`src/rtl/opst_pkg.sv`:
```
package opst_pkg;

  typedef enum logic [1:0] {
    ST_IDLE  = 2'd0,
    ST_PROG  = 2'd1,
    ST_ERASE = 2'd2,
    ST_SUSP  = 2'd3
  } opst_state_t;

  localparam int POLL_BIT = 7;
  localparam int TOGA_BIT = 6;
  localparam int TMO_BIT  = 5;
  localparam int WIN_BIT  = 3;
  localparam int TOGB_BIT = 2;

  function automatic logic is_running(input opst_state_t s);
    return (s == ST_PROG) || (s == ST_ERASE);
  endfunction

endpackage

```
`src/rtl/opst_ctrl.sv`:
```
module opst_ctrl
  import opst_pkg::*;
(
  input  logic        clk,
  input  logic        rst_n,
  input  logic        op_start,
  input  logic        op_kind,
  input  logic        prog_msb,
  input  logic        op_suspend,
  input  logic        op_resume,
  input  logic        op_done,
  input  logic        time_limit,
  output opst_state_t state_q,
  output logic        pmsb_q,
  output logic        tmo_q
);

  opst_state_t state_d;
  logic        pmsb_en;
  logic        tmo_d;

  always_comb begin
    state_d = state_q;
    unique case (state_q)
      ST_IDLE:  if (op_start) state_d = op_kind ? ST_PROG : ST_ERASE;
      ST_PROG:  if (op_done) state_d = ST_IDLE;
      ST_ERASE: begin
        if (op_done)         state_d = ST_IDLE;
        else if (op_suspend) state_d = ST_SUSP;
      end
      ST_SUSP:  if (op_resume) state_d = ST_ERASE;
      default:  state_d = ST_IDLE;
    endcase
  end

  assign pmsb_en = (state_q == ST_IDLE) && op_start && op_kind;

  always_comb begin
    tmo_d = tmo_q;
    if (state_q == ST_IDLE) begin
      tmo_d = 1'b0;
    end else if (is_running(state_q)) begin
      if (op_done)         tmo_d = 1'b0;
      else if (time_limit) tmo_d = 1'b1;
    end
  end

  always_ff @(posedge clk or negedge rst_n) begin
    if (!rst_n) begin
      state_q <= ST_IDLE;
      pmsb_q  <= 1'b0;
      tmo_q   <= 1'b0;
    end else begin
      state_q <= state_d;
      tmo_q   <= tmo_d;
      if (pmsb_en) pmsb_q <= prog_msb;
    end
  end

endmodule

```
`src/rtl/opst_erase_win.sv`:
```
module opst_erase_win
  import opst_pkg::*;
#(
  parameter int SECT_W = 2,
  parameter int WIN_W  = 8
) (
  input  logic              clk,
  input  logic              rst_n,
  input  opst_state_t       state_q,
  input  logic              op_start,
  input  logic              op_kind,
  input  logic              sect_add,
  input  logic [SECT_W-1:0] sect_idx,
  input  logic [WIN_W-1:0]  win_len,
  output logic [(1<<SECT_W)-1:0] sect_mask,
  output logic              win_open
);

  localparam int NSECT = 1 << SECT_W;

  logic [WIN_W-1:0] cnt_q, cnt_d;
  logic [NSECT-1:0] mask_d;
  logic [NSECT-1:0] idx_oh;
  logic             start_erase;
  logic             add_ok;

  genvar g;
  generate
    for (g = 0; g < NSECT; g++) begin : g_oh
      assign idx_oh[g] = (sect_idx == SECT_W'(g));
    end
  endgenerate

  assign win_open    = (cnt_q != '0);
  assign start_erase = (state_q == ST_IDLE) && op_start && !op_kind;
  assign add_ok      = (state_q == ST_ERASE) && sect_add && win_open;

  always_comb begin
    cnt_d = cnt_q;
    if (start_erase || add_ok)                 cnt_d = win_len;
    else if (state_q == ST_ERASE && win_open)  cnt_d = cnt_q - 1'b1;
    else if (state_q == ST_IDLE)               cnt_d = '0;
  end

  always_comb begin
    mask_d = sect_mask;
    if (start_erase)               mask_d = idx_oh;
    else if (add_ok)               mask_d = sect_mask | idx_oh;
    else if (state_q == ST_IDLE)   mask_d = '0;
  end

  always_ff @(posedge clk or negedge rst_n) begin
    if (!rst_n) begin
      cnt_q     <= '0;
      sect_mask <= '0;
    end else begin
      cnt_q     <= cnt_d;
      sect_mask <= mask_d;
    end
  end

endmodule

```
`src/rtl/opst_toggle.sv`:
```
module opst_toggle
  import opst_pkg::*;
(
  input  logic        clk,
  input  logic        rst_n,
  input  opst_state_t state_q,
  input  logic        op_start,
  input  logic        rd_strobe,
  input  logic        in_set,
  output logic        tog_a_q,
  output logic        tog_b_q,
  output logic        tog_a_d,
  output logic        tog_b_d
);

  logic clr;
  logic flip_a;
  logic flip_b;

  assign clr    = (state_q == ST_IDLE) && op_start;
  assign flip_a = rd_strobe && is_running(state_q);
  assign flip_b = rd_strobe && in_set &&
                  ((state_q == ST_ERASE) || (state_q == ST_SUSP));

  always_comb begin
    tog_a_d = tog_a_q;
    tog_b_d = tog_b_q;
    if (clr) begin
      tog_a_d = 1'b0;
      tog_b_d = 1'b0;
    end else begin
      if (flip_a) tog_a_d = ~tog_a_q;
      if (flip_b) tog_b_d = ~tog_b_q;
    end
  end

  always_ff @(posedge clk or negedge rst_n) begin
    if (!rst_n) begin
      tog_a_q <= 1'b0;
      tog_b_q <= 1'b0;
    end else begin
      tog_a_q <= tog_a_d;
      tog_b_q <= tog_b_d;
    end
  end

endmodule

```
`src/rtl/opst_rdout.sv`:
```
module opst_rdout
  import opst_pkg::*;
#(
  parameter int DATA_W = 8
) (
  input  logic              clk,
  input  logic              rst_n,
  input  opst_state_t       state_q,
  input  logic              rd_strobe,
  input  logic              in_set,
  input  logic              pmsb_q,
  input  logic              tmo_q,
  input  logic              win_open,
  input  logic              tog_a_d,
  input  logic              tog_b_d,
  input  logic [DATA_W-1:0] array_data,
  output logic [DATA_W-1:0] rd_data
);

  logic [DATA_W-1:0] word;
  logic [DATA_W-1:0] rd_d;

  always_comb begin
    word = '0;
    unique case (state_q)
      ST_IDLE: word = array_data;
      ST_PROG: begin
        word[POLL_BIT] = ~pmsb_q;
        word[TOGA_BIT] = tog_a_d;
        word[TMO_BIT]  = tmo_q;
        word[TOGB_BIT] = tog_b_d;
      end
      ST_ERASE: begin
        word[TOGA_BIT] = tog_a_d;
        word[TMO_BIT]  = tmo_q;
        word[WIN_BIT]  = ~win_open;
        word[TOGB_BIT] = tog_b_d;
      end
      ST_SUSP: begin
        if (in_set) begin
          word[POLL_BIT] = 1'b1;
          word[TOGA_BIT] = tog_a_d;
          word[WIN_BIT]  = 1'b1;
          word[TOGB_BIT] = tog_b_d;
        end else begin
          word = array_data;
        end
      end
      default: word = array_data;
    endcase
  end

  assign rd_d = rd_strobe ? word : rd_data;

  always_ff @(posedge clk or negedge rst_n) begin
    if (!rst_n) rd_data <= '0;
    else        rd_data <= rd_d;
  end

endmodule

```
`src/rtl/op_status_gen.sv`:
```
module op_status_gen
  import opst_pkg::*;
#(
  parameter int DATA_W = 8,
  parameter int SECT_W = 2,
  parameter int WIN_W  = 8
) (
  input  logic              clk,
  input  logic              rst_n,
  input  logic              op_start,
  input  logic              op_kind,
  input  logic              prog_msb,
  input  logic [SECT_W-1:0] sect_idx,
  input  logic              sect_add,
  input  logic [WIN_W-1:0]  win_len,
  input  logic              op_suspend,
  input  logic              op_resume,
  input  logic              op_done,
  input  logic              time_limit,
  input  logic              rd_strobe,
  input  logic [SECT_W-1:0] rd_sect,
  input  logic [DATA_W-1:0] array_data,
  output logic [DATA_W-1:0] rd_data,
  output logic              ready
);

  localparam int NSECT = 1 << SECT_W;

  logic             rst_s0, rst_s1;
  opst_state_t      state_q;
  logic             pmsb_q, tmo_q;
  logic [NSECT-1:0] sect_mask;
  logic             win_open;
  logic             in_set;
  logic             tog_a_q, tog_b_q, tog_a_d, tog_b_d;

  always_ff @(posedge clk or negedge rst_n) begin
    if (!rst_n) begin
      rst_s0 <= 1'b0;
      rst_s1 <= 1'b0;
    end else begin
      rst_s0 <= 1'b1;
      rst_s1 <= rst_s0;
    end
  end

  opst_ctrl u_ctrl (
    .clk(clk), .rst_n(rst_s1),
    .op_start(op_start), .op_kind(op_kind), .prog_msb(prog_msb),
    .op_suspend(op_suspend), .op_resume(op_resume), .op_done(op_done),
    .time_limit(time_limit),
    .state_q(state_q), .pmsb_q(pmsb_q), .tmo_q(tmo_q)
  );

  opst_erase_win #(.SECT_W(SECT_W), .WIN_W(WIN_W)) u_win (
    .clk(clk), .rst_n(rst_s1), .state_q(state_q),
    .op_start(op_start), .op_kind(op_kind),
    .sect_add(sect_add), .sect_idx(sect_idx), .win_len(win_len),
    .sect_mask(sect_mask), .win_open(win_open)
  );

  assign in_set = sect_mask[rd_sect];

  opst_toggle u_tog (
    .clk(clk), .rst_n(rst_s1), .state_q(state_q),
    .op_start(op_start), .rd_strobe(rd_strobe), .in_set(in_set),
    .tog_a_q(tog_a_q), .tog_b_q(tog_b_q),
    .tog_a_d(tog_a_d), .tog_b_d(tog_b_d)
  );

  opst_rdout #(.DATA_W(DATA_W)) u_rd (
    .clk(clk), .rst_n(rst_s1), .state_q(state_q),
    .rd_strobe(rd_strobe), .in_set(in_set),
    .pmsb_q(pmsb_q), .tmo_q(tmo_q), .win_open(win_open),
    .tog_a_d(tog_a_d), .tog_b_d(tog_b_d),
    .array_data(array_data), .rd_data(rd_data)
  );

  assign ready = (state_q == ST_IDLE) || (state_q == ST_SUSP);

  logic unused_tog_b;
  assign unused_tog_b = tog_b_q;

endmodule

```
`config.mk`:
```
export PLATFORM = sky130hd
export DESIGN_NAME = op_status_gen
export DESIGN_NICKNAME = d
export VERILOG_FILES = /design/src/rtl/opst_pkg.sv /design/src/rtl/opst_ctrl.sv /design/src/rtl/opst_erase_win.sv /design/src/rtl/opst_toggle.sv /design/src/rtl/opst_rdout.sv /design/src/rtl/op_status_gen.sv
export SDC_FILE = /design/constraint.sdc
export NUM_CORES = 1
export LEC_CHECK = 0
export ABC_AREA = 1
export CAP_MARGIN = 40
export CORE_AREA = 2 2 83 85
export CTS_CLUSTER_DIAMETER = 80
export DETAILED_ROUTE_END_ITERATION = 10
export DIE_AREA = 0 0 85 87
export DONT_BUFFER_PORTS = 1
export GPL_TIMING_DRIVEN = 1
export PLACE_DENSITY = 0.49
export SLEW_MARGIN = 20
export SYNTH_ARGS = -nofsm -noshare
export SYNTH_HDL_FRONTEND = slang
export SYNTH_HIERARCHICAL = 1
export SYNTH_SLANG_ARGS = --single-unit
```
`constraint.sdc`:
```
create_clock -name clk -period 1.9 [get_ports clk]
set_input_delay 0.095 -clock clk [delete_from_list [all_inputs] [get_ports clk]]
set_output_delay 0.095 -clock clk [all_outputs]
set_load 0.005 [all_outputs]
```
==> results by stage <==
Logic synthesis:
- The mean post-synth cell area is 7.050 sq um.
- Of the total synthesized cell area, the portion taken by AND, OR, NAND and NOR gates is 35.30%.
- The main combinational cell family by area after synthesis is simple AND/OR/NAND/NOR gates.
- For this run, the register share of the synthesized area comes to 36.67%.
- The netlist uses 25 different library cells.
- In the synthesized netlist, mux cells make up 0% of the area.
- In the post-synthesis netlist, the biggest area contributors are dfrtp_1 37%, nand2_1 17%, ha_1 7.9%.
- Summing every instance area after synthesis gives 1911 sq um.
- In this run, synthesis produced a sequential element count of 28.
- The number of nets produced by synthesis is 314.
- Of all cell types, the one taking the most synthesized area is dfrtp_1.
- The adder-cell share of the synthesized area is 7.859%.
- In this run, synthesis inferred 0 flip-flops with an integrated enable.
- The warning count from the yosys run is 6.
- The most frequent cell after synthesis is nand2_1.
- The xor and xnor fraction of the mapped netlist area is 2.292%.
- The flip-flop cell with the highest count after synthesis is dfrtp_1.
- The synthesized netlist devotes 8.055% of its cell area to compound gates.
- After technology mapping, the gate count stands at 271.
- The fraction of synthesis flops using an asynchronous set or reset pin is 100.0%.
- The share of Yosys cell area claimed by the top area cell type is 36.67%.
- By count the netlist is led by 89 x nand2_1, 39 x inv_1, 28 x dfrtp_1, 27 x nand3_1, 22 x nor2_1.

Worst setup path:
- STA classifies the critical path endpoint as a flip-flop.
- Across all register-to-register paths, the minimum setup slack is 0.09 ns.
- Along the worst path, the maximum fanout reaches 12.
- The element type at the critical path start is a flip-flop.
- The required arrival time at the worst endpoint is 2.07 ns.
- The worst setup path is of the reg2reg kind.
- The arrival time of the worst setup path is 1.97 ns.

Run:
- The reported max-cap violation count is 0.

Clock tree:
- The largest buffer count on any clock path is 2.
- The CTS buffer count is 3.
- In this run the number of H-tree levels came out at 1.
- Clock latency on the worst-skew pair, taken at its later pin, is 0.27 ns.
- The tree is rooted in a clkbuf_8.
- The clock tree from TritonCTS is yes.
- The clock slew seen by the registers of the worst setup and hold paths is 0.09 ns.
- The number of sinks driven by the clock tree is 28.

Floorplan:
- The die is 87 um tall.
- Pin placement for this block handled 40 I/O pins.
- The floorplan step defined a die boundary enclosing 7395 sq um.
- The starting density of the core is 29.09%.
- The overall die width is 85 um.
- The area inside the core boundary is 6569 sq um.
- The floorplan row count is 30.

Pwr:
- In this run, the clock network consumes 10.7% of the power.
- The worst-case IR drop observed on VDD is 0.0003856 V.
- In this run the power density over the cells is 1329 nW/um^2.
- The static leakage is 1.187 nW.
- The sequential fraction of design power is 34.7%.
- The switching power share of the total is 46.99%.
- For this design the total switching power over the nets is 1.425 mW.
- Of the total power, combinational logic draws 54.5%.
- The completed layout was analyzed and its total power is 3.032 mW.
- The internal power consumption is 1.607 mW.

Placement:
- In this run the cell area measured after placement is 2029 sq um.
- Detailed placement ended at an HPWL of 3264 um.
- In this run the tool buffered the top-level ports with 0 buffer cells.
- The setup slack at placement is 0.2766 ns.
- The final estimated routing congestion in global placement is 0.7866.

Route:
- The first detailed-routing pass took 4 iterations.
- The number of nets with antenna violations after routing is 0.
- The routed layout has 1668 vias.
- The initial DRC count is 43.
- The count of unresolved DRC violations after routing is 0.
- For this block, the routed nets add up to 4339 um of wire.
- Using the TritonRoute via totals, the vias-per-cell ratio works out to 4.413.
- The routed length per instance is 11.48 um.

STA:
- The max-slew violation count is 0.
- Setup repair after global routing left no endpoint under its margin.
- Setup violations remaining at the end of the flow were counted as 0.
- The clock arrives with 0.002652 ns of skew.
- After layout, the worst setup slack is 0.09199 ns.
- The number of failing hold endpoints at the final stage is 0.
- The final critical delay including setup and external delays is 1.808 ns.
- The final hold slack is 0.01056 ns.
- The aggregate negative setup slack is 0 ns.
- The final critical path takes up 95.16% of the cycle.
- Based on the critical path, the design can be clocked at up to 553.1 MHz.

Layout:
- The total inserted antenna cells is 0.
- The relative area change from synthesis to final layout is 19.45%.
- The share of layout cells above drive strength 1 is 11.74%.
- The final instance area is 2282 sq um.
- The count of fill cells added during filler insertion is 694.
- The number of nets in the layout is 343.

Global routing:
- The via count of the first global-routing pass came to 1567.
- The initial antenna violation count is 0.
- Global routing used 11.80% of the available tracks across all layers.
- The first-pass GRT wire length is 7051 um.
- The leftover overflow at the end of global routing is 0.
- The maximum number of pins on one net before global-route repair is 27.

Hold path:
- The path class of the tightest hold or removal check is in2reg.

Status:
- The flow ran to the end, and the final reports show no timing, DRC or antenna violations.
-- layout by cell type (no fill, tap or decap), drive strengths merged, types with 3 or more instances in the layout --
cell	instances
nand2	95
inv	46
nor2	29
nand3	28
dfrtp	28
dlygate4sd3	21
o21ai	16
ha	12
a21oi	5
buf	4
xor2	4
clkbuf	3
-- worst paths after layout --
path,startpoint,to,cells after the start
max,u_ctrl/state_q[1]$_DFFE_PN0P_,u_ctrl/pmsb_q$_DFFE_PN0P_,6
min,sect_idx[1],u_win/sect_mask[0]$_DFFE_PN0P_,3
max reg2reg,u_ctrl/state_q[1]$_DFFE_PN0P_,u_ctrl/pmsb_q$_DFFE_PN0P_,6
min reg2reg,rst_s1$_DFF_PN0_,u_win/cnt_q[1]$_DFFE_PN0P_,1
max in group asynchronous,rst_s1$_DFF_PN0_,u_ctrl/state_q[1]$_DFFE_PN0P_,1
min in group asynchronous,rst_n,rst_s0$_DFF_PN0_,1
-- layer usage --
layer	GRT usage (%)	wire, um	vias to the layer above
li1	-	-	885
met1	14.34	1946	756
met2	21.16	2167	22
met3	1.991	165	5
met4	3.896	59	0
met5	0	0	-
-- state kept, by name, indices dropped and copies added, names as in the netlist --
signal / cells
u_tog/tog_a_q: 1
rst_s1: 1
u_win/sect_mask: 4
u_win/cnt_q: 8
u_ctrl/pmsb_q: 1
u_tog/tog_b_q: 1
rst_s0: 1
u_ctrl/state_q: 2
u_rd/rd_data: 8
u_ctrl/tmo_q: 1
-- through the flow --
step	cells	util, %
finish	378	34.74
global route	378	34.74
CTS	378	34.72
detailed placement	354	30.90
global placement	354	30.90
floorplan	271	-
-- critical path, stage by stage, from the launching register on --
cell and delay (ns):
dfrtp_2 0.50, buf_4 0.20, nor2_2 0.20, nand3_1 0.13, nand2_1 0.07, o21ai_1 0.05
dlygate4sd3_1 0.54
-- logic make-up (layout without fill, tap and decap cells) --
group | after synthesis | count (layout)
other | 1 | 1
buffers and inverters | 47 | 74
AOI/OAI and AO/OA | 24 | 24
adders and majority gates | 12 | 12
and+or+nand+nor | 154 | 154
xor gates and xnor gates | 5 | 5
DFF | 28 | 28
-- timing repair --
action | in CTS | in global routing
hold endpoints to repair | 25 | 0
buffers inserted | 0 | 0
setup endpoints to repair | 0 | 1
gates resized for setup | 0 | 1
hold buffers | 21 | 0
-- power groups by stage --
| stage | Combinational, mW | Clock [mW] | Sequential [mW] |
|---|---|---|---|
| floorplan | 1.28 | 0 | 1.04 |
| global placement | 1.61 | 0 | 1.07 |
| detailed placement | 1.62 | 0 | 1.07 |
| CTS | 1.68 | 0.342 | 1.06 |
| global route | 1.90 | 0.364 | 1.09 |
| finish | 1.65 | 0.325 | 1.05 |
-- area by class of cell --
class	count	area, sq um	share of cell area, %
inverters	46	172.7	7.566
well taps	80	100.1	4.386
flip-flops and latches	28	701.9	30.76
repair buffers	25	240.2	10.53
clock buffers	3	41.29	1.809
multi-input cells	196	1026	44.96
Power figures use the tool's default switching activity.
